<file path="config.mk">
export PLATFORM = sky130hd
export DESIGN_NAME = vid_port_fmt
export DESIGN_NICKNAME = d
export VERILOG_FILES = /design/src/rtl/vpf_pkg.sv /design/src/rtl/vpf_tap_delay.sv /design/src/rtl/vpf_ctrl.sv /design/src/rtl/vpf_pack.sv /design/src/rtl/vid_port_fmt.sv
export SDC_FILE = /design/constraint.sdc
export NUM_CORES = 1
export LEC_CHECK = 0
export BUFFER_PORTS_ARGS = -buffer_cell sky130_fd_sc_hd__buf_4
export CAP_MARGIN = 40
export CORE_MARGIN = 3
export CORE_UTILIZATION = 34
export CTS_CLUSTER_DIAMETER = 80
export DETAILED_ROUTE_END_ITERATION = 10
export GPL_TIMING_DRIVEN = 0
export PLACE_DENSITY_LB_ADDON = 0.08
export SETUP_SLACK_MARGIN = 0.4
export SKIP_CTS_REPAIR_TIMING = 1
export SLEW_MARGIN = 10
export SYNTH_ARGS = -nofsm -noshare
export SYNTH_HDL_FRONTEND = slang
export SYNTH_SLANG_ARGS = --single-unit
export TNS_END_PERCENT = 1
</file>
<file path="constraint.sdc">
create_clock -name clk -period 1.4 [get_ports clk]
set_input_delay 0.35 -clock clk [delete_from_list [all_inputs] [get_ports clk]]
set_output_delay 0.35 -clock clk [all_outputs]
set_load 0.03 [all_outputs]
</file>
<file path="src/rtl/vpf_pkg.sv">
package vpf_pkg;

    localparam int COMP_W     = 12;
    localparam int LUMA_W     = 16;
    localparam int EXTRA_MID  = 2;
    localparam int EXTRA_HIGH = 3;
    localparam int BLANK_LEAD = 3;
    localparam int MAX_EXTRA  = (EXTRA_HIGH > EXTRA_MID) ? EXTRA_HIGH : EXTRA_MID;
    localparam int EXTRA_W    = $clog2(MAX_EXTRA + 1);

    typedef struct packed {
        logic [COMP_W-1:0] red;
        logic [COMP_W-1:0] green;
        logic [COMP_W-1:0] blue;
    } vpf_pix_t;

    typedef struct packed {
        logic vact;
        logic csync;
        logic vsync;
        logic field;
        logic stat;
    } vpf_tim_t;

    typedef enum logic [1:0] {
        RATE_LOW  = 2'd0,
        RATE_MID  = 2'd1,
        RATE_HIGH = 2'd2,
        RATE_TOP  = 2'd3
    } vpf_rate_e;

    typedef enum logic [2:0] {
        ST_SWAPFRM = 3'd0,
        ST_LINE    = 3'd1,
        ST_FIELD   = 3'd2,
        ST_FRAME   = 3'd3,
        ST_TRI     = 3'd4,
        ST_REQWIN  = 3'd5,
        ST_ONE     = 3'd6,
        ST_ZERO    = 3'd7
    } vpf_stat_e;

    function automatic logic [EXTRA_W-1:0] extra_of(input vpf_rate_e r);
        case (r)
            RATE_LOW: extra_of = '0;
            RATE_MID: extra_of = EXTRA_W'(EXTRA_MID);
            default:  extra_of = EXTRA_W'(EXTRA_HIGH);
        endcase
    endfunction

endpackage

</file>
<file path="src/rtl/vpf_tap_delay.sv">
module vpf_tap_delay #(
    parameter int W     = 8,
    parameter int DEPTH = 3,
    parameter int SW    = $clog2(DEPTH + 1)
) (
    input  logic          clk,
    input  logic          rst,
    input  logic          en,
    input  logic [SW-1:0] sel,
    input  logic [W-1:0]  din,
    output logic [W-1:0]  dout
);

    logic [W-1:0] pipe [1:DEPTH];
    logic [W-1:0] tap;

    generate
        for (genvar i = 1; i <= DEPTH; i++) begin : g_stage
            if (i == 1) begin : g_first
                always_ff @(posedge clk) begin
                    if (rst) pipe[i] <= '0;
                    else     pipe[i] <= din;
                end
            end else begin : g_next
                always_ff @(posedge clk) begin
                    if (rst) pipe[i] <= '0;
                    else     pipe[i] <= pipe[i-1];
                end
            end
        end
    endgenerate

    // Tap 0 is the live input; a select beyond DEPTH keeps the deepest reached.
    always_comb begin
        tap = din;
        for (int k = 1; k <= DEPTH; k++) begin
            if (int'(sel) >= k) tap = pipe[k];
        end
    end

    always_ff @(posedge clk) begin
        if (rst)     dout <= '0;
        else if (en) dout <= tap;
        else         dout <= '0;
    end

endmodule

</file>
<file path="src/rtl/vpf_ctrl.sv">
module vpf_ctrl
    import vpf_pkg::*;
(
    input  logic               clk,
    input  logic               rst,
    input  logic               frame_start,
    input  logic               line_start,
    input  logic               field_start,
    input  logic               tri_sync,
    input  logic               req_win,
    input  logic               swap,
    input  vpf_rate_e          cfg_rate,
    input  logic               cfg_luma,
    input  vpf_stat_e          cfg_sel,
    output logic [EXTRA_W-1:0] extra,
    output logic               luma_on,
    output logic               stat
);

    vpf_rate_e rate_q;
    vpf_stat_e sel_q;
    logic      luma_q;
    logic      pend_q;
    logic      swf_q;
    logic      cur_swf;

    always_ff @(posedge clk) begin
        if (rst) begin
            rate_q <= RATE_LOW;
            sel_q  <= ST_SWAPFRM;
            luma_q <= 1'b0;
            pend_q <= 1'b0;
            swf_q  <= 1'b0;
        end else if (frame_start) begin
            rate_q <= cfg_rate;
            sel_q  <= cfg_sel;
            luma_q <= cfg_luma;
            swf_q  <= pend_q;
            pend_q <= swap;
        end else begin
            pend_q <= pend_q | swap;
        end
    end

    // The reporting frame is marked from its own frame-start cycle onward.
    assign cur_swf = frame_start ? pend_q : swf_q;

    always_comb begin
        case (sel_q)
            ST_SWAPFRM: stat = cur_swf;
            ST_LINE:    stat = line_start;
            ST_FIELD:   stat = field_start;
            ST_FRAME:   stat = frame_start;
            ST_TRI:     stat = tri_sync;
            ST_REQWIN:  stat = req_win & pend_q;
            ST_ONE:     stat = 1'b1;
            default:    stat = 1'b0;
        endcase
    end

    assign extra   = extra_of(rate_q);
    assign luma_on = luma_q;

    p_swap_report_r7: assert property (@(posedge clk) disable iff (rst)
        frame_start && pend_q |=> swf_q);

    p_swap_clear_r7: assert property (@(posedge clk) disable iff (rst)
        frame_start && !swap |=> !pend_q);

    p_swap_hold_r8: assert property (@(posedge clk) disable iff (rst)
        !frame_start && pend_q |=> pend_q);

    p_cfg_hold_r9: assert property (@(posedge clk) disable iff (rst)
        !frame_start |=> $stable(rate_q) && $stable(sel_q) && $stable(luma_q));

endmodule

</file>
<file path="src/rtl/vpf_pack.sv">
module vpf_pack
    import vpf_pkg::*;
(
    input  vpf_pix_t raw,
    input  logic     luma_on,
    output vpf_pix_t pix
);

    localparam int LSB_W = LUMA_W - COMP_W;
    localparam int HI_W  = COMP_W - LSB_W;

    logic [LUMA_W-1:0] lum;

    assign lum = raw[LUMA_W-1:0];

    always_comb begin
        if (luma_on) begin
            pix.red   = lum[LUMA_W-1 -: COMP_W];
            pix.green = lum[LUMA_W-1 -: COMP_W];
            pix.blue  = {lum[LUMA_W-1 -: HI_W], lum[LSB_W-1:0]};
        end else begin
            pix = raw;
        end
    end

    always_comb begin
        if (luma_on) begin
            p_luma_dup_r5: assert (pix.red == pix.green &&
                                   pix.blue[COMP_W-1 -: HI_W] == pix.red[COMP_W-1 -: HI_W]);
        end
    end

endmodule

</file>
<file path="src/rtl/vid_port_fmt.sv">
module vid_port_fmt
    import vpf_pkg::*;
#(
    parameter int LEAD = BLANK_LEAD
) (
    input  logic              clk,
    input  logic              rst,
    input  logic [35:0]       in_rgb,
    input  logic              in_active,
    input  logic              in_csync,
    input  logic              in_vsync,
    input  logic              in_field,
    input  logic              in_line_start,
    input  logic              in_field_start,
    input  logic              in_frame_start,
    input  logic              in_tri_sync,
    input  logic              in_req_win,
    input  logic              in_swap,
    input  logic [1:0]        cfg_rate,
    input  logic              cfg_luma,
    input  logic [2:0]        cfg_stat_sel,
    input  logic              pwr_good,
    output logic [COMP_W-1:0] out_red,
    output logic [COMP_W-1:0] out_green,
    output logic [COMP_W-1:0] out_blue,
    output logic              out_vact,
    output logic              out_csync,
    output logic              out_vsync,
    output logic              out_field,
    output logic              out_stat,
    output logic [1:0]        out_rsvd
);

    localparam int DATA_DEPTH = LEAD + MAX_EXTRA;
    localparam int TIM_DEPTH  = MAX_EXTRA;
    localparam int DSW        = $clog2(DATA_DEPTH + 1);
    localparam int TSW        = $clog2(TIM_DEPTH + 1);

    logic [EXTRA_W-1:0] extra;
    logic               luma_on;
    logic               stat_now;
    vpf_pix_t           pix_raw;
    vpf_pix_t           pix_in;
    vpf_pix_t           pix_out;
    vpf_tim_t           tim_in;
    vpf_tim_t           tim_out;
    logic [DSW-1:0]     data_sel;
    logic [TSW-1:0]     tim_sel;

    vpf_ctrl u_ctrl (
        .clk         (clk),
        .rst         (rst),
        .frame_start (in_frame_start),
        .line_start  (in_line_start),
        .field_start (in_field_start),
        .tri_sync    (in_tri_sync),
        .req_win     (in_req_win),
        .swap        (in_swap),
        .cfg_rate    (vpf_rate_e'(cfg_rate)),
        .cfg_luma    (cfg_luma),
        .cfg_sel     (vpf_stat_e'(cfg_stat_sel)),
        .extra       (extra),
        .luma_on     (luma_on),
        .stat        (stat_now)
    );

    assign pix_raw = vpf_pix_t'(in_rgb);

    vpf_pack u_pack (
        .raw     (pix_raw),
        .luma_on (luma_on),
        .pix     (pix_in)
    );

    always_comb begin
        tim_in.vact  = in_active;
        tim_in.csync = in_csync;
        tim_in.vsync = in_vsync;
        tim_in.field = in_field;
        tim_in.stat  = stat_now;
    end

    // Data sits LEAD taps deeper than timing, so the lead is range-independent.
    assign data_sel = DSW'(LEAD) + DSW'(extra);
    assign tim_sel  = TSW'(extra);

    vpf_tap_delay #(.W($bits(vpf_pix_t)), .DEPTH(DATA_DEPTH)) u_data_dly (
        .clk  (clk),
        .rst  (rst),
        .en   (pwr_good),
        .sel  (data_sel),
        .din  (pix_in),
        .dout (pix_out)
    );

    vpf_tap_delay #(.W($bits(vpf_tim_t)), .DEPTH(TIM_DEPTH)) u_tim_dly (
        .clk  (clk),
        .rst  (rst),
        .en   (pwr_good),
        .sel  (tim_sel),
        .din  (tim_in),
        .dout (tim_out)
    );

    assign out_red   = pix_out.red;
    assign out_green = pix_out.green;
    assign out_blue  = pix_out.blue;
    assign out_vact  = tim_out.vact;
    assign out_csync = tim_out.csync;
    assign out_vsync = tim_out.vsync;
    assign out_field = tim_out.field;
    assign out_stat  = tim_out.stat;
    assign out_rsvd  = 2'b00;

    p_pwr_off_r11: assert property (@(posedge clk) disable iff (rst)
        !pwr_good |=> (out_red == '0 && out_green == '0 && out_blue == '0 &&
                       !out_vact && !out_csync && !out_vsync && !out_field && !out_stat));

endmodule

</file>
# Word-level counts from Yosys, hierarchy flattened
# Memory sizes are Yosys's and may differ from the RTL's.
# Cells that the tools add are included.
[word_totals] latchBits=0 output_inout_bits=43 mem_count=2 inputBits=55 reg_bits=49 ramBits=231 mem_bits_ro=0
[mem_list] memory="u_data_dly.pipe" depth=6 width=36 rd=6 rd_clocked_by_memory_dff=0 write_ports=6 line_no="vpf_tap_delay.sv:14" source="logic [W-1:0] pipe [1:DEPTH];"
[mem_list] memory="u_tim_dly.pipe" depth=3 width=5 rd=3 rd_clocked_by_memory_dff=0 write_ports=3 line_no="vpf_tap_delay.sv:14"
[classes] muxes=26 shift=0 n_eq_ne=7 n_div=0 reduce_logical=3 n_bitwise=12 n_lt_le_gt_ge=9 n_mul=0 n_addsub=1
[ops] operator="two-way mux 36 bit" count=13
[ops] operator="two-way mux 5 bit" count=6
[ops] operator="bitwise OR 1 bit" count=10
[ops] operator="equality test 3 bit, second input constant" count=3
[ops] operator="greater-or-equal comparator 3 bit, second input constant" count=3
[ops] operator="case mux 1 bit (7 select lines)" count=1
[ops] operator="equality test 3 x 2 -> 1 bit, second input constant" count=2
[ops] operator="greater-or-equal comparator 3 x 2 -> 1 bit, second input constant" count=2
[ops] operator="two-way mux 1 bit" count=5
[ops] operator="greater-or-equal comparator 2 bit, second input constant" count=2
[ops] operator="case mux 2 bit (2 select lines)" count=1
[ops] operator="adder 2 x 2 -> 3 bit, first input constant" count=1
[ops] operator="equality test 3 x 1 -> 1 bit, second input constant" count=1
[ops] operator="greater-or-equal comparator 3 x 1 -> 1 bit, second input constant" count=1
[ops] operator="zero test 3 bit" count=1
[ops] operator="equality test 2 x 1 -> 1 bit, second input constant" count=1
[ops] operator="greater-or-equal comparator 2 x 1 -> 1 bit, second input constant" count=1
[ops] operator="zero test 2 bit" count=1
[ops] operator="OR reduction 2 bit" count=1
[ops] operator="bitwise AND 1 bit" count=1
[ops] operator="NOT 1 bit" count=1

# Logic depth before layout (Yosys ltp)
# Gate-level depths: netlist (run 1).
[depth] ltp_word=10 depth_mapped=6

# By module
# A second synthesis (run 1) with hierarchy kept.
[unflattened] cells_unflattened=885 area_unflattened_um2=10445.0
[modules_own_cells] mod="vpf_tap_delay (u_data_dly)" cells_per_inst=744 seq_area_each_um2=5044.8 n_inst=1 area_per_inst_um2=8787.2
[modules_own_cells] mod="vpf_tap_delay (u_tim_dly)" cells_per_inst=54 seq_area_each_um2=400.4 n_inst=1 area_per_inst_um2=666.9
[modules_own_cells] mod="vpf_pack" cells_per_inst=40 seq_area_each_um2=0.0 n_inst=1 area_per_inst_um2=574.3
[modules_own_cells] mod="vpf_ctrl" cells_per_inst=39 seq_area_each_um2=160.2 n_inst=1 area_per_inst_um2=370.4
[modules_own_cells] mod="vid_port_fmt" cells_per_inst=8 seq_area_each_um2=0.0 n_inst=1 area_per_inst_um2=46.3

# Worst setup path after synthesis (run 1)
# Ideal clock, no wire load.
[synth_path] kind="input -> register" startpoint="input port in_frame_start" endpoint="register u_tim_dly.dout[0]" n_path_buf=1 setup_time_ps=73 arrival_ps=1228 cell_stages=5 slack_ps=99 cell_sequence="buf_6 -> mux2i_1 -> or4_1 -> o2111a_1 -> o22ai_2"
[synth_between] elab_chain_len=5
[synth_rtl] item="start, declared" line_no="vid_port_fmt.sv:15" source="input logic in_frame_start,"
[synth_rtl] item="two-way mux 1 bit" line_no="vpf_ctrl.sv:46" source="assign cur_swf = frame_start ? pend_q : swf_q;"
[synth_rtl] item="case mux 1 bit (7 select lines) *" line_no="vpf_ctrl.sv:49" source="case (sel_q)"
[synth_rtl] item="two-way mux 5 bit * (3 in a row)" line_no="vpf_tap_delay.sv:37" source="if (int'(sel) >= k) tap = pipe[k];"
[synth_rtl] item="end signal, assigned" line_no="vpf_tap_delay.sv:43" source="else if (en) dout <= tap;"
[synth_rtl] item="end, declared" line_no="vpf_tap_delay.sv:11" source="output logic [W-1:0] dout"
# Mark *: on every way between the ends. The rest lies on a longest branch, timed or not.
# A chain may end at the register's enable or synchronous reset.

# Worst setup path after layout (run 1)
[layout_path] startpoint="register u_data_dly.dout[11]" endpoint="output port out_blue[11]"
[layout_lines] item="start, declared" line_no="vpf_tap_delay.sv:11"
[layout_lines] item="start signal, assigned" line_no="vpf_tap_delay.sv:43"
[layout_lines] item="end, declared" line_no="vid_port_fmt.sv:25" source="output logic [COMP_W-1:0] out_blue,"
# No word-level cell between the ends.

==> results.txt, run 1 <==
- Entering global routing, the biggest net connects 15 pins.
- IR analysis of the VDD net gives a maximum drop of 0.764 mV.
* Number of sinks handled by clock tree synthesis: 280
- Clock latency of the later-clocked register in the worst-skew pair: 530 ps
- After clock tree synthesis, the clock-pin slew on the worst setup and hold paths is 60 ps.
- Run status: finished clean
- Met1 Usage GRT: 0.185
- Standard cell with the maximum stage delay on the critical path: sky130_fd_sc_hd__dfxtp_2
- Met3 demand-to-capacity share in global routing: 0.0283
* Number of placement rows: 57
- Final setup margin: 55.3 ps
* Ys Warns: 0
- Detailed placement finished with a half-perimeter wire length of 12600 um.
- Most used routing layer in global routing: met2
* Total routing resource utilization after global routing: 0.133
- Largest driver fanout on the critical path: 1
- The routed layout has 5361 vias.
- The total area inside the core boundary comes to 0.0246 sq mm.
- Die Height: 165 um
* Sequential cell area: 0.00563 sq mm
- Hold Violations, Final: 0
- CTS built an H-tree with a depth of 1.
- Die boundary width: 165 um
- Synthesis handed over a netlist of 802 instances.
* List of cells traversed by the critical path: buf_6
- Post-synthesis cell area: 0.00860 sq mm
- Delay of the slowest cell on the worst path: 340 ps
- Worst path bufs/invs: 1
- The tree is rooted in a sky130_fd_sc_hd__clkbuf_16.
- 0 antenna diodes ended up in the layout.
* Static leakage power: 0.00441 uW
- The library cell used most frequently in the layout, excluding fill and tap cells, is sky130_fd_sc_hd__dfxtp_1.
- Leading cell types in the layout, fill and taps excluded: sky130_fd_sc_hd__dfxtp_1, sky130_fd_sc_hd__nor2b_1, sky130_fd_sc_hd__nor2_1
- Place WS: -525 ps
- Met2 Use GR: 0.208
- Final setup violation count: 0
- Routed length per placed instance: 14.2 um
- The number of global-route vias before repair was 5110.
- After global routing the overflow that remains totals 0.
- The average instance in the mapped netlist occupies 10.7 sq um.
- Summing all multi-input logic gate instances after layout gives 0.00278 sq mm.
* RSZ-0062 raised after global routing: true
- Routability-driven placement finished with a final weighted congestion of 0.756.
- Final net count: 987
* Top cell family by delay on the critical path: flip-flops
- The clock arrives with 8.68 ps of skew.
- Type of element launching the critical path: flop
- Count of cell types in the netlist: 23
- Classification of the worst setup path: reg2out
- For this run, the register share of the synthesized area comes to 0.652.
- STA puts the critical path data required time at 1050 ps.
- Final Slew Violations: 0
* IO Port Bufs: 94
- Iteration count of the initial detailed-routing pass: 4
- The initial antenna violation count came to 0.
- Of the post-synthesis cell area, the dominant cell type holds 0.652.
- Worst EP arrival: 990 ps
- The longest clock path from root to sink contains 3 buffers.
* Final Util: 0.441
* Min Tclk post-route: 1340 ps
- In this run the power density over the cells is 1500 mW/mm^2.
* Final wirelength: 18100 um
- The first routing iteration left 135 violations.
- For the pin with the worst max-slew slack, the measured transition is 724 ps.
- Max-cap violations in this run came to 0.
* Initial Utilization: 0.350
- Number of buffers added by the clock tree synthesis step: 29
* Endpoint class of the critical path: output port
- Fill cell total of the finished layout: 2415
- In this run, synthesis produced a sequential element count of 280.
* Area growth from synthesis to layout: 26.1%
* Number of placed I/O pins: 98
* TritonCTS clock tree: done
* Top cells by area, synth: sky130_fd_sc_hd__dfxtp_1, sky130_fd_sc_hd__nor2b_1, sky130_fd_sc_hd__mux2i_1
- Of the available clock period, the critical path in the final layout requires 0.960.
* Max-Slew Margin vs Limit: 0.517
- Wire length of the first global-routing pass: 28000 um
- Most area-hungry cell type in the Yosys netlist: sky130_fd_sc_hd__dfxtp_1
- Post-DRT Antenna Nets: 0
* Total die area: 0.0272 sq mm
- Derived from the worst setup path, the maximum achievable clock frequency is 744 MHz.
- Of the cells placed in the final design, the portion with a size suffix greater than 1 is 0.186.
* DRC: 0
- The worst hold path belongs to the class in2reg.
* Via density per instance: 4.20
==> area by class of cell <==
| type | instances | area share |
|---|---|---|
| sequential | 280 | 0.519 |
| clock buffer | 48 | 0.0800 |
| buffer | 53 | 0.0290 |
| timing repair buffer | 98 | 0.0763 |
| multi-input combinational | 469 | 0.256 |
| clock inverter | 3 | 0.00173 |
| tap | 324 | 0.0374 |
| inverter | 1 | 0.000346 |
==> per-layer routing <==
metal,up-vias,share of wire
met5,-,0
met4,0,0.019
met3,27,0.050
met2,113,0.44
met1,2430,0.49
li1,2791,-
==> sequential cells by signal (all words and copies together) (netlist names) <==
name,flops
u_ctrl.luma_on,1
u_ctrl.pend_q,1
u_ctrl.rate_q,2
u_ctrl.sel_q,3
u_ctrl.swf_q,1
u_data_dly.dout,36
u_data_dly.pipe,216
u_tim_dly.dout,5
u_tim_dly.pipe,15
==> stage by stage <==
| stage | std cells | hold slack [ps] | TNS [ps] | instance area [sq um] | power, uW |
|---|---|---|---|---|---|
| 5_1_grt | 1276 | 7.32 | 0 | 10800 | 17000 |
| 6_report | 1276 | 24.8 | 0 | 10800 | 16300 |
| 2_1_floorplan | 803 | 414 | 0 | 8610 | 8950 |
| 3_5_place_dp | 1221 | 420 | -71040 | 9720 | 9320 |
| 4_1_cts | 1272 | -6.57 | -12520 | 10600 | 16500 |
| 3_3_place_gp | 1221 | 416 | -66720 | 9720 | 9320 |
==> power breakdown <==
group / total [uW] / internal (uW) / switching, uW
Sequential: 8280 / 8200 / 71.5
Combinational: 915 / 413 / 502
Clock: 7100 / 4180 / 2920
Total: 16300 / 12800 / 3490
==> synthesized netlist by cell type (all sizes together) <==
cell / instances
a21oi: 75
a31oi: 1
and3b: 1
and4b: 2
buf: 11
clkbuf: 42
conb: 1
dfxtp: 280
inv: 1
mux2i: 47
nand2: 13
nand2b: 33
nor2: 91
nor2b: 199
o2111a: 1
o21ai: 1
o22ai: 1
or3: 1
or4: 1
==> cell families after synthesis <==
group / count (synthesis) / synth area share
buf+inv: 54 / 0.0260
simple gates: 341 / 0.219
other cells: 1 / 0.000436
mux: 47 / 0.0547
flops: 280 / 0.652
compound gates: 79 / 0.0477
==> worst paths after layout <==
path | start | endpoint | slack, ps | cells past startpoint
max | u_data_dly.dout[11]$_SDFF_PP0_ | out_blue[11] | 60 | 1
min | in_swap | u_ctrl.pend_q$_SDFF_PP0_ | 20 | 3
max reg2reg | u_ctrl.sel_q[1]$_SDFFE_PP0P_ | u_tim_dly.dout[0]$_SDFF_PP0_ | 100 | 4
min reg2reg | u_data_dly.pipe[4][31]$_SDFF_PP0_ | u_data_dly.pipe[5][31]$_SDFF_PP0_ | 430 | 1
Power figures use the tool's default switching activity.
==> run 2: changes to the inputs <==
SETUP_SLACK_MARGIN = default   (was 0.4)
==> run 2 against run 1 <==
- routed wire length is 1.0% lower
- sequential share of layout area rose by 0.50 points
- global-route usage about the same
- sequential power is essentially flat
- largest cell class unchanged
- highest routed layer unchanged
==> results.txt, run 2 (same netlist as run 1, synthesis figures left out) <==
- Post-DP HPWL: 12700 um (+0.55%)
* Number of placed I/O pins: 98 (unchanged)
* Clock tree root driver cell: sky130_fd_sc_hd__clkbuf_16
* Largest driver fanout on the critical path: 10 (+9)
* Number of placement rows: 57 (unchanged)
* Max reg flops: 216 (unchanged)
* Initial antenna violation count: 0 (unchanged)
- The final wirelength is 17900 um (-1.0%).
- The power density of the placed cells came to 1550 mW/mm^2 (+3.2%).
- Power Internal: 13100 uW (+2.2%)
* Total die area: 0.0272 sq mm (unchanged)
* Fin Clk Skew: 5.70 ps (-2.98 ps)
- Net Sw Frac: 0.212 (-0.00272)
- The horizontal extent of the die came to 165 um (unchanged).
- STA classifies the critical path endpoint as a flop.
- Standard cell with the maximum stage delay on the critical path: sky130_fd_sc_hd__dfxtp_1
- Area growth from synthesis to layout: 24.4%
- Total routing resource utilization after global routing: 0.133 (+0.000272)
- WP depth: 4 (+3)
* List of cells traversed by the critical path: clkbuf_2 > buf_2 > a21oi_1 > nor2_1
- The data arrival time at the worst-slack endpoint is 1790 ps (+800 ps).
- The leakage dissipation was 0.00437 uW (-0.79%).
- Delay of the slowest cell on the worst path: 340 ps (about the same)
* Registers with the most flip-flops: u_data_dly.pipe: 216 flops, u_data_dly.dout: 36 flops, u_tim_dly.pipe: 15 flops
* Min-Delay Path Depth: 3 (unchanged)
* Post-DRT Antenna Nets: 0 (unchanged)
- Diode insertion count for antenna repair: 0 (unchanged)
* Placer congestion estimate: 0.743 (-1.8%)
- The initial standard-cell utilization of the core is 0.350 (unchanged).
- Final Slew Violations: 0 (unchanged)
- The final setup violation count is 0 (unchanged).
* Number of buffers added by the clock tree synthesis step: 29 (unchanged)
* Worst path bufs/invs: 2 (+1)
* Number of sinks handled by clock tree synthesis: 280 (unchanged)
* Maximum clock path buffer count: 3 (unchanged)
- The via density per instance came to 4.19 (-0.27%).
- The endpoint required time on the critical path is 1820 ps (+770 ps).
- The floorplan core area was 0.0246 sq mm (unchanged).
* Classification of the worst setup path: reg2reg
- Worst-path clk slew: 60 ps (about the same)
- The library cell used most frequently in the layout, excluding fill and tap cells, is sky130_fd_sc_hd__dfxtp_1.
- The pin count of the biggest net entering global routing was 14 (-1).
* Final Cycle Share: 0.983 (+0.0220)
- Iteration count of the initial detailed-routing pass: 4 (unchanged)
- The first-pass GRT wire length is 28100 um (+0.40%).
- The power share of the combinational group is 0.053 (-0.003).
- The die boundary height was 165 um (unchanged).
- Worst hold slack: 33.9 ps (+9.10 ps)
- Vias: 5317 (-0.82%)
- Upper clock frequency limit: 727 MHz (-2.2%)
* Share of power burned in registers: 0.498 (-0.010)
- The routed length per instance was 14.1 um (-0.50%).
- Slew @ Worst Pin: 680 ps (-43.7 ps)
- The post-detailed-route DRC marker count is 0 (unchanged).
* Final Util: 0.435 (-0.00580)
* Max-Slew Margin vs Limit: 0.546 (+0.0291)
* Hold Violations, Final: 0 (unchanged)
- TritonCTS built the clock tree.
- The worst voltage drop across the vdd grid was 0.685 mV (-10%).
* Register containing the most flip-flops in the final layout: u_data_dly.pipe
- Fraction of layout cells with a size suffix above 1: 0.169 (-0.0166)
- The number of design-rule violations left by the first detailed-router iteration came to 206 (+53%).
- The flow ran to the end, and the final reports show no timing, DRC or antenna violations.
- The pre-CTS setup slack is -593 ps (-67.7 ps).
- RSZ-0062 raised after global routing: true
* Overall overflow remaining after global route: 0 (unchanged)
- Number of cells traversed by the worst register-to-register path: 4 (unchanged)
- Min Tclk post-route: 1380 ps (+30.9 ps)
- The count of input and output buffers came to 94 (unchanged).
- Leading cell types in the layout, fill and taps excluded: sky130_fd_sc_hd__dfxtp_1, sky130_fd_sc_hd__nor2b_1, sky130_fd_sc_hd__buf_4
- The final net count was 982 (-0.51%).
- Type of element launching the critical path: flop
* Portion of total power attributed to the clock network: 0.449 (+0.013)
* Switching pwr: 3510 uW (+0.58%)
* Deepest level of the CTS H-tree: 1 (unchanged)
* Number of global-route vias before repair: 5204 (+1.8%)
- Number of max-cap violations: 0 (unchanged)
- The worst hold path belongs to the class in2reg.
- Clock latency of the later-clocked register in the worst-skew pair: 520 ps (about the same)
- Grouping stages by cell kind, the critical path spends the most delay in buffers and inverters.
- Final setup margin: 24.4 ps (-30.9 ps)
==> run 2: area by class of cell <==
type | instances | area, sq um
Fill cell | 2420 | 13900
Sequential cell | 280 | 5610
Multi-Input combinational cell | 469 | 2780
Clock buffer | 41 | 841
Timing Repair Buffer | 94 | 709
Tap cell | 324 | 405
Buffer | 52 | 268
Clock inverter | 8 | 90.1
Inverter | 1 | 3.75
==> run 2: per-stage QoR <==
stage	total power, uW	setup TNS [ps]	cell area, sq um	std cells
2_1_floorplan	8950	0	8600	803
3_3_place_gp	9320	-71390	9710	1221
3_5_place_dp	9320	-73270	9710	1221
4_1_cts	16800	-12150	10600	1270
5_1_grt	17300	-421	10700	1269
6_report	16600	0	10700	1269
==> run 2: tightest hold or removal path: cells and delay by family <==
| kind | cells | cell delay [ps] |
|---|---|---|
| AOI/OAI and AO/OA | 1 | 30 |
| buffers and inverters | 1 | 80 |
| and+or+nand+nor | 1 | 70 |
==> run 2: final timing paths <==
check	slack, ps	from	endpoint
max reg2reg	20	u_ctrl.rate_q[1]$_SDFFE_PP0P_	u_data_dly.dout[10]$_SDFF_PP0_
max	20	u_ctrl.rate_q[1]$_SDFFE_PP0P_	u_data_dly.dout[10]$_SDFF_PP0_
min reg2reg	430	u_data_dly.pipe[4][25]$_SDFF_PP0_	u_data_dly.pipe[5][25]$_SDFF_PP0_
min	30	in_swap	u_ctrl.pend_q$_SDFF_PP0_
==> run 2: routing by layer <==
| layer | wire length, um | global-route usage | up-vias |
|---|---|---|---|
| li1 | - | - | 2772 |
| met4 | 313 | 0.0385 | 0 |
| met5 | 0 | 0 | - |
| met3 | 1020 | 0.0253 | 22 |
| met1 | 8580 | 0.184 | 2404 |
| met2 | 7990 | 0.213 | 119 |
==> run 2: power groups by stage <==
| stage | combinational [uW] | sequential [uW] | clock (uW) |
|---|---|---|---|
| finish | 871 | 8270 | 7450 |
| global route | 968 | 8290 | 8030 |
| CTS | 877 | 8270 | 7690 |
| detailed placement | 875 | 8450 | 0 |
| global placement | 877 | 8440 | 0 |
| floorplan | 495 | 8450 | 0 |
